===== src/rtl/dbr_pkg.sv =====
package dbr_pkg;
  typedef enum logic [1:0] {
    ST_IDLE,
    ST_LOW,
    ST_WAIT,
    ST_GAP
  } dbr_state_e;
endpackage


===== src/rtl/dbr_sync2.sv =====
module dbr_sync2 (
  input  logic clk,
  input  logic rst_n,
  input  logic d_in,
  output logic q_out
);
  logic meta_q;
  logic sync_q;

  // Idle bus level is high, so reset to 1.
  always_ff @(posedge clk or negedge rst_n) begin
    if (!rst_n) begin
      meta_q <= 1'b1;
      sync_q <= 1'b1;
    end else begin
      meta_q <= d_in;
      sync_q <= meta_q;
    end
  end

  assign q_out = sync_q;
endmodule


===== src/rtl/dbr_tick_gen.sv =====
module dbr_tick_gen #(
  parameter int DIV_W = 8
) (
  input  logic             clk,
  input  logic             rst_n,
  input  logic             start,
  input  logic             run,
  input  logic [DIV_W-1:0] div_in,
  output logic             tick
);
  logic [DIV_W-1:0] div_q, div_d;
  logic [DIV_W-1:0] cnt_q, cnt_d;

  always_comb begin
    div_d = div_q;
    if (start) div_d = div_in;
  end

  assign tick = run && (cnt_q == div_q);

  always_comb begin
    cnt_d = cnt_q;
    if (!run || tick) cnt_d = '0;
    else              cnt_d = cnt_q + 1'b1;
  end

  always_ff @(posedge clk or negedge rst_n) begin
    if (!rst_n) begin
      div_q <= '0;
      cnt_q <= '0;
    end else begin
      div_q <= div_d;
      cnt_q <= cnt_d;
    end
  end

  // divider ratio is frozen for the duration of a bit time
  p_div_frozen_r10: assert property (@(posedge clk) disable iff (!rst_n)
    (run && !start) |=> (run -> $stable(div_q)));

  p_cnt_bound_r3: assert property (@(posedge clk) disable iff (!rst_n)
    run |-> (cnt_q <= div_q));
endmodule


===== src/rtl/dbr_seq.sv =====
module dbr_seq
  import dbr_pkg::*;
#(
  parameter int HOLD_W     = 3,
  parameter int HOLD_MIN   = 2,
  parameter int HOLD_MAX   = 5,
  parameter int SAMPLE_CYC = 10,
  parameter int BIT_CYC    = 16
) (
  input  logic              clk,
  input  logic              rst_n,
  input  logic              req,
  input  logic [HOLD_W-1:0] hold_in,
  input  logic              tick,
  input  logic              line_s,
  output logic              start,
  output logic              busy,
  output logic              drive_low,
  output logic              done,
  output logic              bit_val
);
  localparam int CNT_W = $clog2(BIT_CYC + 1);

  dbr_state_e        state_q, state_d;
  logic [CNT_W-1:0]  tcnt_q, tcnt_d, tcnt_inc;
  logic [CNT_W-1:0]  hold_q, hold_d;
  logic              drv_q, drv_d;
  logic              done_q, done_d;
  logic              bit_q, bit_d;

  function automatic logic [CNT_W-1:0] clamp_hold(input logic [HOLD_W-1:0] h);
    if (int'(h) < HOLD_MIN)      return CNT_W'(HOLD_MIN);
    else if (int'(h) > HOLD_MAX) return CNT_W'(HOLD_MAX);
    else                         return CNT_W'(h);
  endfunction

  assign start    = (state_q == ST_IDLE) && req;
  assign tcnt_inc = tcnt_q + 1'b1;

  always_comb begin
    state_d = state_q;
    tcnt_d  = tcnt_q;
    hold_d  = hold_q;
    drv_d   = drv_q;
    done_d  = 1'b0;
    bit_d   = bit_q;
    if (state_q != ST_IDLE && tick) tcnt_d = tcnt_inc;
    case (state_q)
      ST_IDLE: if (req) begin
        state_d = ST_LOW;
        tcnt_d  = '0;
        hold_d  = clamp_hold(hold_in);
        drv_d   = 1'b1;
      end
      ST_LOW: if (tick && tcnt_inc == hold_q) begin
        state_d = ST_WAIT;
        drv_d   = 1'b0;
      end
      ST_WAIT: if (tick && tcnt_inc == CNT_W'(SAMPLE_CYC)) begin
        state_d = ST_GAP;
        done_d  = 1'b1;
        bit_d   = line_s;
      end
      ST_GAP: if (tick && tcnt_inc == CNT_W'(BIT_CYC)) begin
        state_d = ST_IDLE;
      end
      default: state_d = ST_IDLE;
    endcase
  end

  always_ff @(posedge clk or negedge rst_n) begin
    if (!rst_n) begin
      state_q <= ST_IDLE;
      tcnt_q  <= '0;
      hold_q  <= CNT_W'(HOLD_MIN);
      drv_q   <= 1'b0;
      done_q  <= 1'b0;
      bit_q   <= 1'b0;
    end else begin
      state_q <= state_d;
      tcnt_q  <= tcnt_d;
      hold_q  <= hold_d;
      drv_q   <= drv_d;
      done_q  <= done_d;
      bit_q   <= bit_d;
    end
  end

  assign busy      = (state_q != ST_IDLE);
  assign drive_low = drv_q;
  assign done      = done_q;
  assign bit_val   = bit_q;

  p_accept_r2: assert property (@(posedge clk) disable iff (!rst_n)
    (!busy && req) |=> (busy && drive_low));
  p_release_window_r4: assert property (@(posedge clk) disable iff (!rst_n)
    $fell(drive_low) |-> (tcnt_q >= CNT_W'(HOLD_MIN) && tcnt_q <= CNT_W'(HOLD_MAX)));
  p_done_single_r6: assert property (@(posedge clk) disable iff (!rst_n)
    done |=> !done);
  p_released_at_sample_r9: assert property (@(posedge clk) disable iff (!rst_n)
    done |-> !drive_low);
  p_drive_only_busy_r9: assert property (@(posedge clk) disable iff (!rst_n)
    drive_low |-> busy);
  p_done_in_bit_r5: assert property (@(posedge clk) disable iff (!rst_n)
    done |-> (busy && tcnt_q == CNT_W'(SAMPLE_CYC)));
  p_no_overrun_r7: assert property (@(posedge clk) disable iff (!rst_n)
    busy |-> (tcnt_q < CNT_W'(BIT_CYC)));
  p_busy_req_ignored_r8: assert property (@(posedge clk) disable iff (!rst_n)
    (busy && req && state_q != ST_GAP) |=> busy);
endmodule


===== src/rtl/dbg_bit_reader.sv =====
module dbg_bit_reader #(
  parameter int DIV_W      = 8,
  parameter int SAMPLE_CYC = 10,
  parameter int BIT_CYC    = 16
) (
  input  logic             clk,
  input  logic             rst_n,
  input  logic [DIV_W-1:0] clk_div,
  input  logic [2:0]       hold_cyc,
  input  logic             rd_req,
  output logic             rd_busy,
  output logic             rd_done,
  output logic             rd_bit,
  output logic             dbg_drive_low,
  input  logic             dbg_pin_in
);
  logic tick;
  logic start;
  logic line_s;

  dbr_sync2 u_sync (
    .clk   (clk),
    .rst_n (rst_n),
    .d_in  (dbg_pin_in),
    .q_out (line_s)
  );

  dbr_tick_gen #(.DIV_W(DIV_W)) u_tick (
    .clk    (clk),
    .rst_n  (rst_n),
    .start  (start),
    .run    (rd_busy),
    .div_in (clk_div),
    .tick   (tick)
  );

  dbr_seq #(
    .HOLD_W     (3),
    .HOLD_MIN   (2),
    .HOLD_MAX   (5),
    .SAMPLE_CYC (SAMPLE_CYC),
    .BIT_CYC    (BIT_CYC)
  ) u_seq (
    .clk       (clk),
    .rst_n     (rst_n),
    .req       (rd_req),
    .hold_in   (hold_cyc),
    .tick      (tick),
    .line_s    (line_s),
    .start     (start),
    .busy      (rd_busy),
    .drive_low (dbg_drive_low),
    .done      (rd_done),
    .bit_val   (rd_bit)
  );
endmodule


===== config.mk =====
export PLATFORM = sky130hd
export DESIGN_NAME = dbg_bit_reader
export DESIGN_NICKNAME = d
export VERILOG_FILES = /design/src/rtl/dbr_pkg.sv /design/src/rtl/dbr_sync2.sv /design/src/rtl/dbr_tick_gen.sv /design/src/rtl/dbr_seq.sv /design/src/rtl/dbg_bit_reader.sv
export SDC_FILE = /design/constraint.sdc
export NUM_CORES = 1
export LEC_CHECK = 0
export BUFFER_PORTS_ARGS = -buffer_cell sky130_fd_sc_hd__buf_2
export CORE_MARGIN = 1
export CORE_UTILIZATION = 30
export DETAILED_ROUTE_END_ITERATION = 10
export MAX_ROUTING_LAYER = met4
export PLACE_DENSITY_LB_ADDON = 0.25
export SYNTH_ARGS = -nofsm -noshare
export SYNTH_HDL_FRONTEND = slang
export SYNTH_SLANG_ARGS = --single-unit

===== constraint.sdc =====
create_clock -name clk -period 3.9 [get_ports clk]
set_input_delay 0.195 -clock clk [delete_from_list [all_inputs] [get_ports clk]]
set_output_delay 0.195 -clock clk [all_outputs]
set_load 0.005 [all_outputs]

==> results of run 1 <==
cells in the final DEF (no fill, tap or decap), drive strengths merged, types with 3 or more instances in the layout:
cell    instances
a21oi           7
buf            18
clkbuf          6
dfrtp          28
dfstp           3
ha              9
inv             8
mux2           11
nand2           7
nand3           7
nand4           3
nor2           14
nor2b           4
o21ai           5
xnor2          13
xor2            8
state kept, by name (all words and copies together) (netlist names):
signal and cells:
u_seq.done 1, u_tick.cnt_q 8, u_sync.q_out 1, u_seq.bit_val 1, u_seq.drive_low 1, u_tick.div_q 8
u_sync.meta_q 1, u_seq.state_q 2, u_seq.tcnt_q 5, u_seq.hold_q 3
how the worst max path moves through the flow:
stage / startpoint / to / slack [ns] / cells past startpoint
floorplan: u_seq.tcnt_q[0] / u_seq.state_q[1] / 1.76 / 7
global placement: u_seq.tcnt_q[0] / u_seq.state_q[1] / 1.64 / 7
detailed placement: u_seq.tcnt_q[0] / u_seq.state_q[1] / 1.54 / 7
CTS: u_seq.tcnt_q[0] / u_seq.state_q[1] / 1.53 / 7
global route: u_seq.tcnt_q[0] / u_seq.state_q[1] / 1.35 / 7
finish: u_seq.tcnt_q[0] / u_seq.state_q[1] / 1.52 / 7
layout make-up:
class                   count  area, sq um
repair buffers             19          100
multi-input cells         107          811
clock buffers               6         72.6
inverters                   8         30.0
fillers                   515         3280
flip-flops and latches     31          779
clock inverters             2         12.5
well taps                  70         87.6
cells by family after synthesis:
family,share of synthesized area (%)
buffers and inverters,3.13
adders and majority gates,6.86
DFF,47.5
and+or+nand+nor,14.2
AOI/OAI and AO/OA,8.38
xor gates and xnor gates,11.2
muxes,8.77
layer usage:
| metal | up-vias | GRT usage (%) | wire length, um |
|---|---|---|---|
| li1 | 556 | - | - |
| met1 | 560 | 14.6 | 1440 |
| met2 | 20 | 19.9 | 1440 |
| met3 | 7 | 3.23 | 124 |
| met4 | 0 | 5.77 | 57 |
| met5 | - | - | 0 |
power by group through the flow:
stage | sequential, mW | clock, mW | combinational (mW)
finish | 0.534 | 0.244 | 0.448
global route | 0.549 | 0.271 | 0.512
CTS | 0.534 | 0.255 | 0.459
detailed placement | 0.540 | 0 | 0.457
global placement | 0.532 | 0 | 0.444
floorplan | 0.510 | 0 | 0.368
timing repair:
action,in CTS,in global routing
buffers inserted,0,0
setup endpoints to repair,0,0
hold endpoints to repair,28,0
hold buffers,1,0
==> flow_metrics.env, run 1 <==
export IMPL_place_congestion=0.795
export IMPL_netlist_area_sq_um=1640
export IMPL_drc=0
export IMPL_cp_end_kind="flip-flop"
export IMPL_placedCellCount=234
export IMPL_worst_ep_required_time_ns=4.07
export IMPL_fp_row_count=26
export IMPL_path_class="reg2reg"
export IMPL_worst_setup_path_start_kind="flip-flop"
export IMPL_fin_nets=196
export IMPL_yosys_area_top_type="sky130_fd_sc_hd__dfrtp_1"
export IMPL_power_density_cell_area_nw_per_um2=648
export IMPL_ir_drop_mv=0.360
export IMPL_unrepaired_setup_endpoints_after_global_routing="no"
export IMPL_tritoncts="done"
export IMPL_yosysWarningCount=0
export IMPL_cp_slowest_stage_delay_ns=0.47
export IMPL_design_power_total_mw=1.23
export IMPL_p_int_mw=0.778
export IMPL_synth_edff_count=0
export IMPL_number_of_antenna_violations_at_the_first_check_in_global_routing=0
export IMPL_timing_critical_path_arrival_ns=2.55
export IMPL_routed_wirelength_um=3060
export IMPL_clk_sink_count=31
export IMPL_finalSetupViolations=0
export IMPL_routed_via_density=4.70
export IMPL_insertion_delay_ns=0.28
export IMPL_syn_inst=151
export IMPL_regToRegStartpoint="u_seq.tcnt_q[0]"
export IMPL_die_x_um=76.0
export IMPL_path_buf_inv=0
export IMPL_synth_commonest_cells="sky130_fd_sc_hd__dfrtp_1, sky130_fd_sc_hd__nor2_1, sky130_fd_sc_hd__xnor2_1"
export IMPL_grt_max_degree=32
export IMPL_netlist_cell_type_count=36
export IMPL_layout_cells_non_filler=243
export IMPL_design_area_sq_um=1890
export IMPL_vias_in_the_first_global_route=1205
export IMPL_cap_violations=0
export IMPL_min_period_over_period_pct=61.0
export IMPL_layout_min_cycle_time_ns=2.38
export IMPL_timing_final_max_slew_violations=0
export IMPL_ff2ff_setup_slack_ns=1.52
export IMPL_detail_route_wl_per_cell_um=12.6
export IMPL_first_pass_grt_wire_length_um=5480
export IMPL_avgSynthCellArea_sq_um=10.9
export IMPL_n_antenna_cell=0
export IMPL_worst_path_dominant_cell_family="compound AO/OA/AOI/OAI gates"
export IMPL_postSynth_topFlopCell="sky130_fd_sc_hd__dfrtp_1"
export IMPL_dpl_hpwl_um=2270
export IMPL_ios=19
export IMPL_final_core_utilization_pct=36.6
export IMPL_ys_async_sr_fraction_pct=100
export IMPL_die_footprint_sq_um=5770
export IMPL_drive_gt1_share_pct=24.3
export IMPL_pwr_share_comb_pct=36.6
export IMPL_hold_end="u_sync.meta_q"
export IMPL_detailroute_via_count=1143
export IMPL_synth_most_common_cell="sky130_fd_sc_hd__dfrtp_1"
export IMPL_clock_power_share_pct=19.9
export IMPL_rr_endpoint="u_seq.state_q[1]"
export IMPL_cp_cell_sequence="ha_1, nor2b_1, or3_1, a21oi_1, o211ai_1, a221oi_2, mux2_1"
export IMPL_ff2ff_path_depth=7
export IMPL_post_dp_cell_area_sq_um=1800
export IMPL_synth_yosys_seq_area_share_pct=47.5
export IMPL_run_status="finished clean"
export IMPL_synth_ff_latch_count=31
export IMPL_yosysTopAreaCellShare_pct=42.7
export IMPL_clk_pin_slew_ns=0.07
export IMPL_htreeDepth=2
export IMPL_initial_core_util_pct=31.7
export IMPL_cts_repair_resized=0
export IMPL_min_delay_path_depth=1
export IMPL_cts_root_buffer_cell="sky130_fd_sc_hd__clkbuf_8"
export IMPL_maxSlewHeadroom_pct=52.3
export IMPL_timing_final_hold_violations=0
export IMPL_max_slew_worst_pin_slew_ns=0.715
export IMPL_maximum_operating_frequency_mhz=420
export IMPL_p_leak_nw=0.835
export IMPL_tritoncts_num_buffers=5
export IMPL_detailedRoute_firstIterationViolations=30
export IMPL_timing_hold_worst_start="dbg_pin_in"
export IMPL_io_buffers=18
export IMPL_drt_antenna_violating_nets=0
export IMPL_sequentialPowerShare_pct=43.5
export IMPL_synthesis_nets=175
export IMPL_fin_hold_ws_ns=0.0158
export IMPL_finalClockSkew_ns=0.00785
export IMPL_detailedRoute_firstPassIterationCount=4
export IMPL_max_clock_path_buffers=2
export IMPL_gr_usage_all_layers_pct=12.4
export IMPL_hp_class="in2reg"
export IMPL_synth_area_leaders="sky130_fd_sc_hd__dfrtp_1, sky130_fd_sc_hd__xnor2_1, sky130_fd_sc_hd__ha_1"
export IMPL_pre_cts_ws_ns=1.54
export IMPL_die_height_um=76.0
export IMPL_switchingPower_mw=0.449
export IMPL_finalWorstSetupSlack_ns=1.52
export IMPL_maximum_fanout_along_the_worst_path=9
export IMPL_crit_path_top_delay_cell="sky130_fd_sc_hd__dfrtp_1"
export IMPL_area_of_the_placeable_core_sq_um=5170
export IMPL_net_switching_fraction_of_the_power_pct=36.6
export IMPL_syn2layout_area_growth_pct=15.3
export IMPL_final_total_negative_setup_slack_ns=0
export IMPL_gr_total_overflow=0
(Power assumes the default switching activity.)
==> inputs of run 2 (changes only) <==
==> constraint.sdc (replaced) <==
create_clock -name clk -period 2.5 [get_ports clk]
set_input_delay 0.125 -clock clk [delete_from_list [all_inputs] [get_ports clk]]
set_output_delay 0.125 -clock clk [all_outputs]
set_load 0.005 [all_outputs]
==> run 2 against run 1 <==
Compared with the run above: clock power grew 57%; flip-flop and latch count unchanged; via count is 0.17% lower; critical path depth is the same; register-to-register slack got worse by 1.3 ns; die area stayed put; non-clock buffer count is 2 higher; power grew 57%; critical endpoint unchanged; largest cell class unchanged; highest routed layer unchanged.
==> flow_metrics.env, run 2 (synthesis results as in run 1) <==
export IMPL_crit_path_top_delay_cell="sky130_fd_sc_hd__dfrtp_1"
export IMPL_final_total_negative_setup_slack_ns=0
export IMPL_die_footprint_sq_um=5770
export IMPL_final_core_utilization_pct=37.0
export IMPL_maximum_operating_frequency_mhz=437
export IMPL_insertion_delay_ns=0.29
export IMPL_power_density_cell_area_nw_per_um2=1010
export IMPL_worst_setup_path_endpoint="u_seq.state_q[1]"
export IMPL_fin_hold_ws_ns=0.0487
export IMPL_path_buf_inv=0
export IMPL_min_period_over_period_pct=91.5
export IMPL_met1_track_usage_gr_pct=14.9
export IMPL_htreeDepth=2
export IMPL_detailedRoute_firstPassIterationCount=4
export IMPL_net_switching_fraction_of_the_power_pct=36.9
export IMPL_worst_path_dominant_cell_family="compound AO/OA/AOI/OAI gates"
export IMPL_mostFrequentLayoutCells="sky130_fd_sc_hd__dfrtp_1, sky130_fd_sc_hd__buf_2, sky130_fd_sc_hd__nor2_1"
export IMPL_ff2ff_setup_slack_ns=0.21
export IMPL_gr_max_usage_layer="met2"
export IMPL_vias_in_the_first_global_route=1187
export IMPL_p_leak_nw=0.841
export IMPL_drt_antenna_violating_nets=0
export IMPL_cp_startpoint="u_seq.tcnt_q[0]"
export IMPL_max_slew_worst_pin_slew_ns=0.678
export IMPL_ir_drop_mv=0.479
export IMPL_io_buffers=18
export IMPL_max_clock_path_buffers=2
export IMPL_p_int_mw=1.21
export IMPL_unrepaired_setup_endpoints_after_global_routing="no"
export IMPL_grt_util_met2_pct=19.5
export IMPL_clock_power_share_pct=19.9
export IMPL_finalSetupViolations=0
export IMPL_pwr_share_comb_pct=36.9
export IMPL_die_x_um=76.0
export IMPL_cts_root_buffer_cell="sky130_fd_sc_hd__clkbuf_8"
export IMPL_drc=0
export IMPL_design_area_sq_um=1910
export IMPL_initial_core_util_pct=31.7
export IMPL_cp_cell_sequence="ha_2, nor2b_1, or3_1, a21oi_1, o211ai_1, a221oi_2, mux2_1"
export IMPL_worst_setup_path_start_kind="flip-flop"
export IMPL_gr_total_overflow=0
export IMPL_design_power_total_mw=1.93
export IMPL_tritoncts_num_buffers=5
export IMPL_rr_endpoint="u_seq.state_q[1]"
export IMPL_post_dp_cell_area_sq_um=1810
export IMPL_drive_gt1_share_pct=25.1
export IMPL_grt_max_degree=32
export IMPL_fin_nets=198
export IMPL_finalClockSkew_ns=0.00629
export IMPL_layout_min_cycle_time_ns=2.29
export IMPL_run_status="finished clean"
export IMPL_worst_ep_required_time_ns=2.67
export IMPL_path_class="reg2reg"
export IMPL_gr_usage_all_layers_pct=12.7
export IMPL_hp_class="in2reg"
export IMPL_ff2ff_path_depth=7
export IMPL_clk_sink_count=31
export IMPL_n_antenna_cell=0
export IMPL_filler_cell_count=538
export IMPL_regToRegStartpoint="u_seq.tcnt_q[0]"
export IMPL_place_congestion=0.758
export IMPL_number_of_antenna_violations_at_the_first_check_in_global_routing=0
export IMPL_sequentialPowerShare_pct=43.2
export IMPL_use_met3_pct=5.15
export IMPL_routed_wirelength_um=3040
export IMPL_die_height_um=76.0
export IMPL_maxSlewHeadroom_pct=54.8
export IMPL_switchingPower_mw=0.712
export IMPL_ios=19
export IMPL_detail_route_wl_per_cell_um=12.4
export IMPL_most_common_cell_after_layout_fill_and_taps_aside="sky130_fd_sc_hd__dfrtp_1"
export IMPL_timing_critical_path_arrival_ns=2.46
export IMPL_maximum_fanout_along_the_worst_path=9
export IMPL_dpl_hpwl_um=2250
export IMPL_timing_final_hold_violations=0
export IMPL_fp_row_count=26
export IMPL_cp_slowest_stage_delay_ns=0.47
export IMPL_detailroute_via_count=1141
export IMPL_clk_pin_slew_ns=0.07
export IMPL_detailedRoute_firstIterationViolations=87
export IMPL_postCtsSetupBuffers=0
export IMPL_first_pass_grt_wire_length_um=5460
export IMPL_biggestRegsByFlops="u_tick.cnt_q: 8 flops, u_tick.div_q: 8 flops, u_seq.tcnt_q: 5 flops"
export IMPL_cp_depth=7
export IMPL_syn2layout_area_growth_pct=16.5
export IMPL_area_of_the_placeable_core_sq_um=5170
export IMPL_cap_violations=0
export IMPL_routed_via_density=4.66
export IMPL_timing_hold_worst_start="hold_cyc[2]"
export IMPL_cp_end_kind="flip-flop"
export IMPL_timing_final_max_slew_violations=0
export IMPL_tritoncts="done"
[run 2: worst min path at each step]
stage	end	slack (ns)	cells after the start
2_1_floorplan	u_seq.bit_val	-0.17	0
3_3_place_gp	u_seq.tcnt_q[2]	0.21	1
3_5_place_dp	u_seq.tcnt_q[2]	0.21	1
4_1_cts	u_seq.hold_q[1]	0.05	2
5_1_grt	u_seq.hold_q[1]	0.05	2
6_report	u_seq.hold_q[1]	0.05	2
[run 2: per-stage QoR]
stage	instances	worst slack, ns
after global routing	245	0.0486
after global placement	235	0.256
after detailed placement	235	0.138
after CTS	245	0.116
final	245	0.212
after floorplan	151	0.356
[run 2: power by group through the flow]
| stage | clock [mW] | sequential, mW | combinational (mW) |
|---|---|---|---|
| 5_1_grt | 0.432 | 0.859 | 0.813 |
| 3_3_place_gp | 0 | 0.832 | 0.693 |
| 2_1_floorplan | 0 | 0.796 | 0.574 |
| 3_5_place_dp | 0 | 0.844 | 0.719 |
| 6_report | 0.383 | 0.833 | 0.710 |
| 4_1_cts | 0.402 | 0.835 | 0.727 |
[run 2: layer usage]
metal	vias to the layer above	share of wire [%]
li1	559	-
met1	550	44
met2	28	49
met3	4	6.3
met4	0	1.1
met5	-	0
[run 2: cell type report]
class | count | area [sq um] | area share [%]
flip-flops and latches | 31 | 779 | 40.7
clock inverters | 2 | 12.5 | 0.654
well taps | 70 | 87.6 | 4.58
inverters | 8 | 30.0 | 1.57
multi-input cells | 107 | 813 | 42.5
clock buffers | 6 | 72.6 | 3.79
repair buffers | 21 | 118 | 6.15
[run 2: repair_timing]
item                                    CTS  global route
endpoints found under the setup margin    0             1
hold endpoints to repair                 29             0
gates resized for setup                   0             1
hold buffers                              2             0
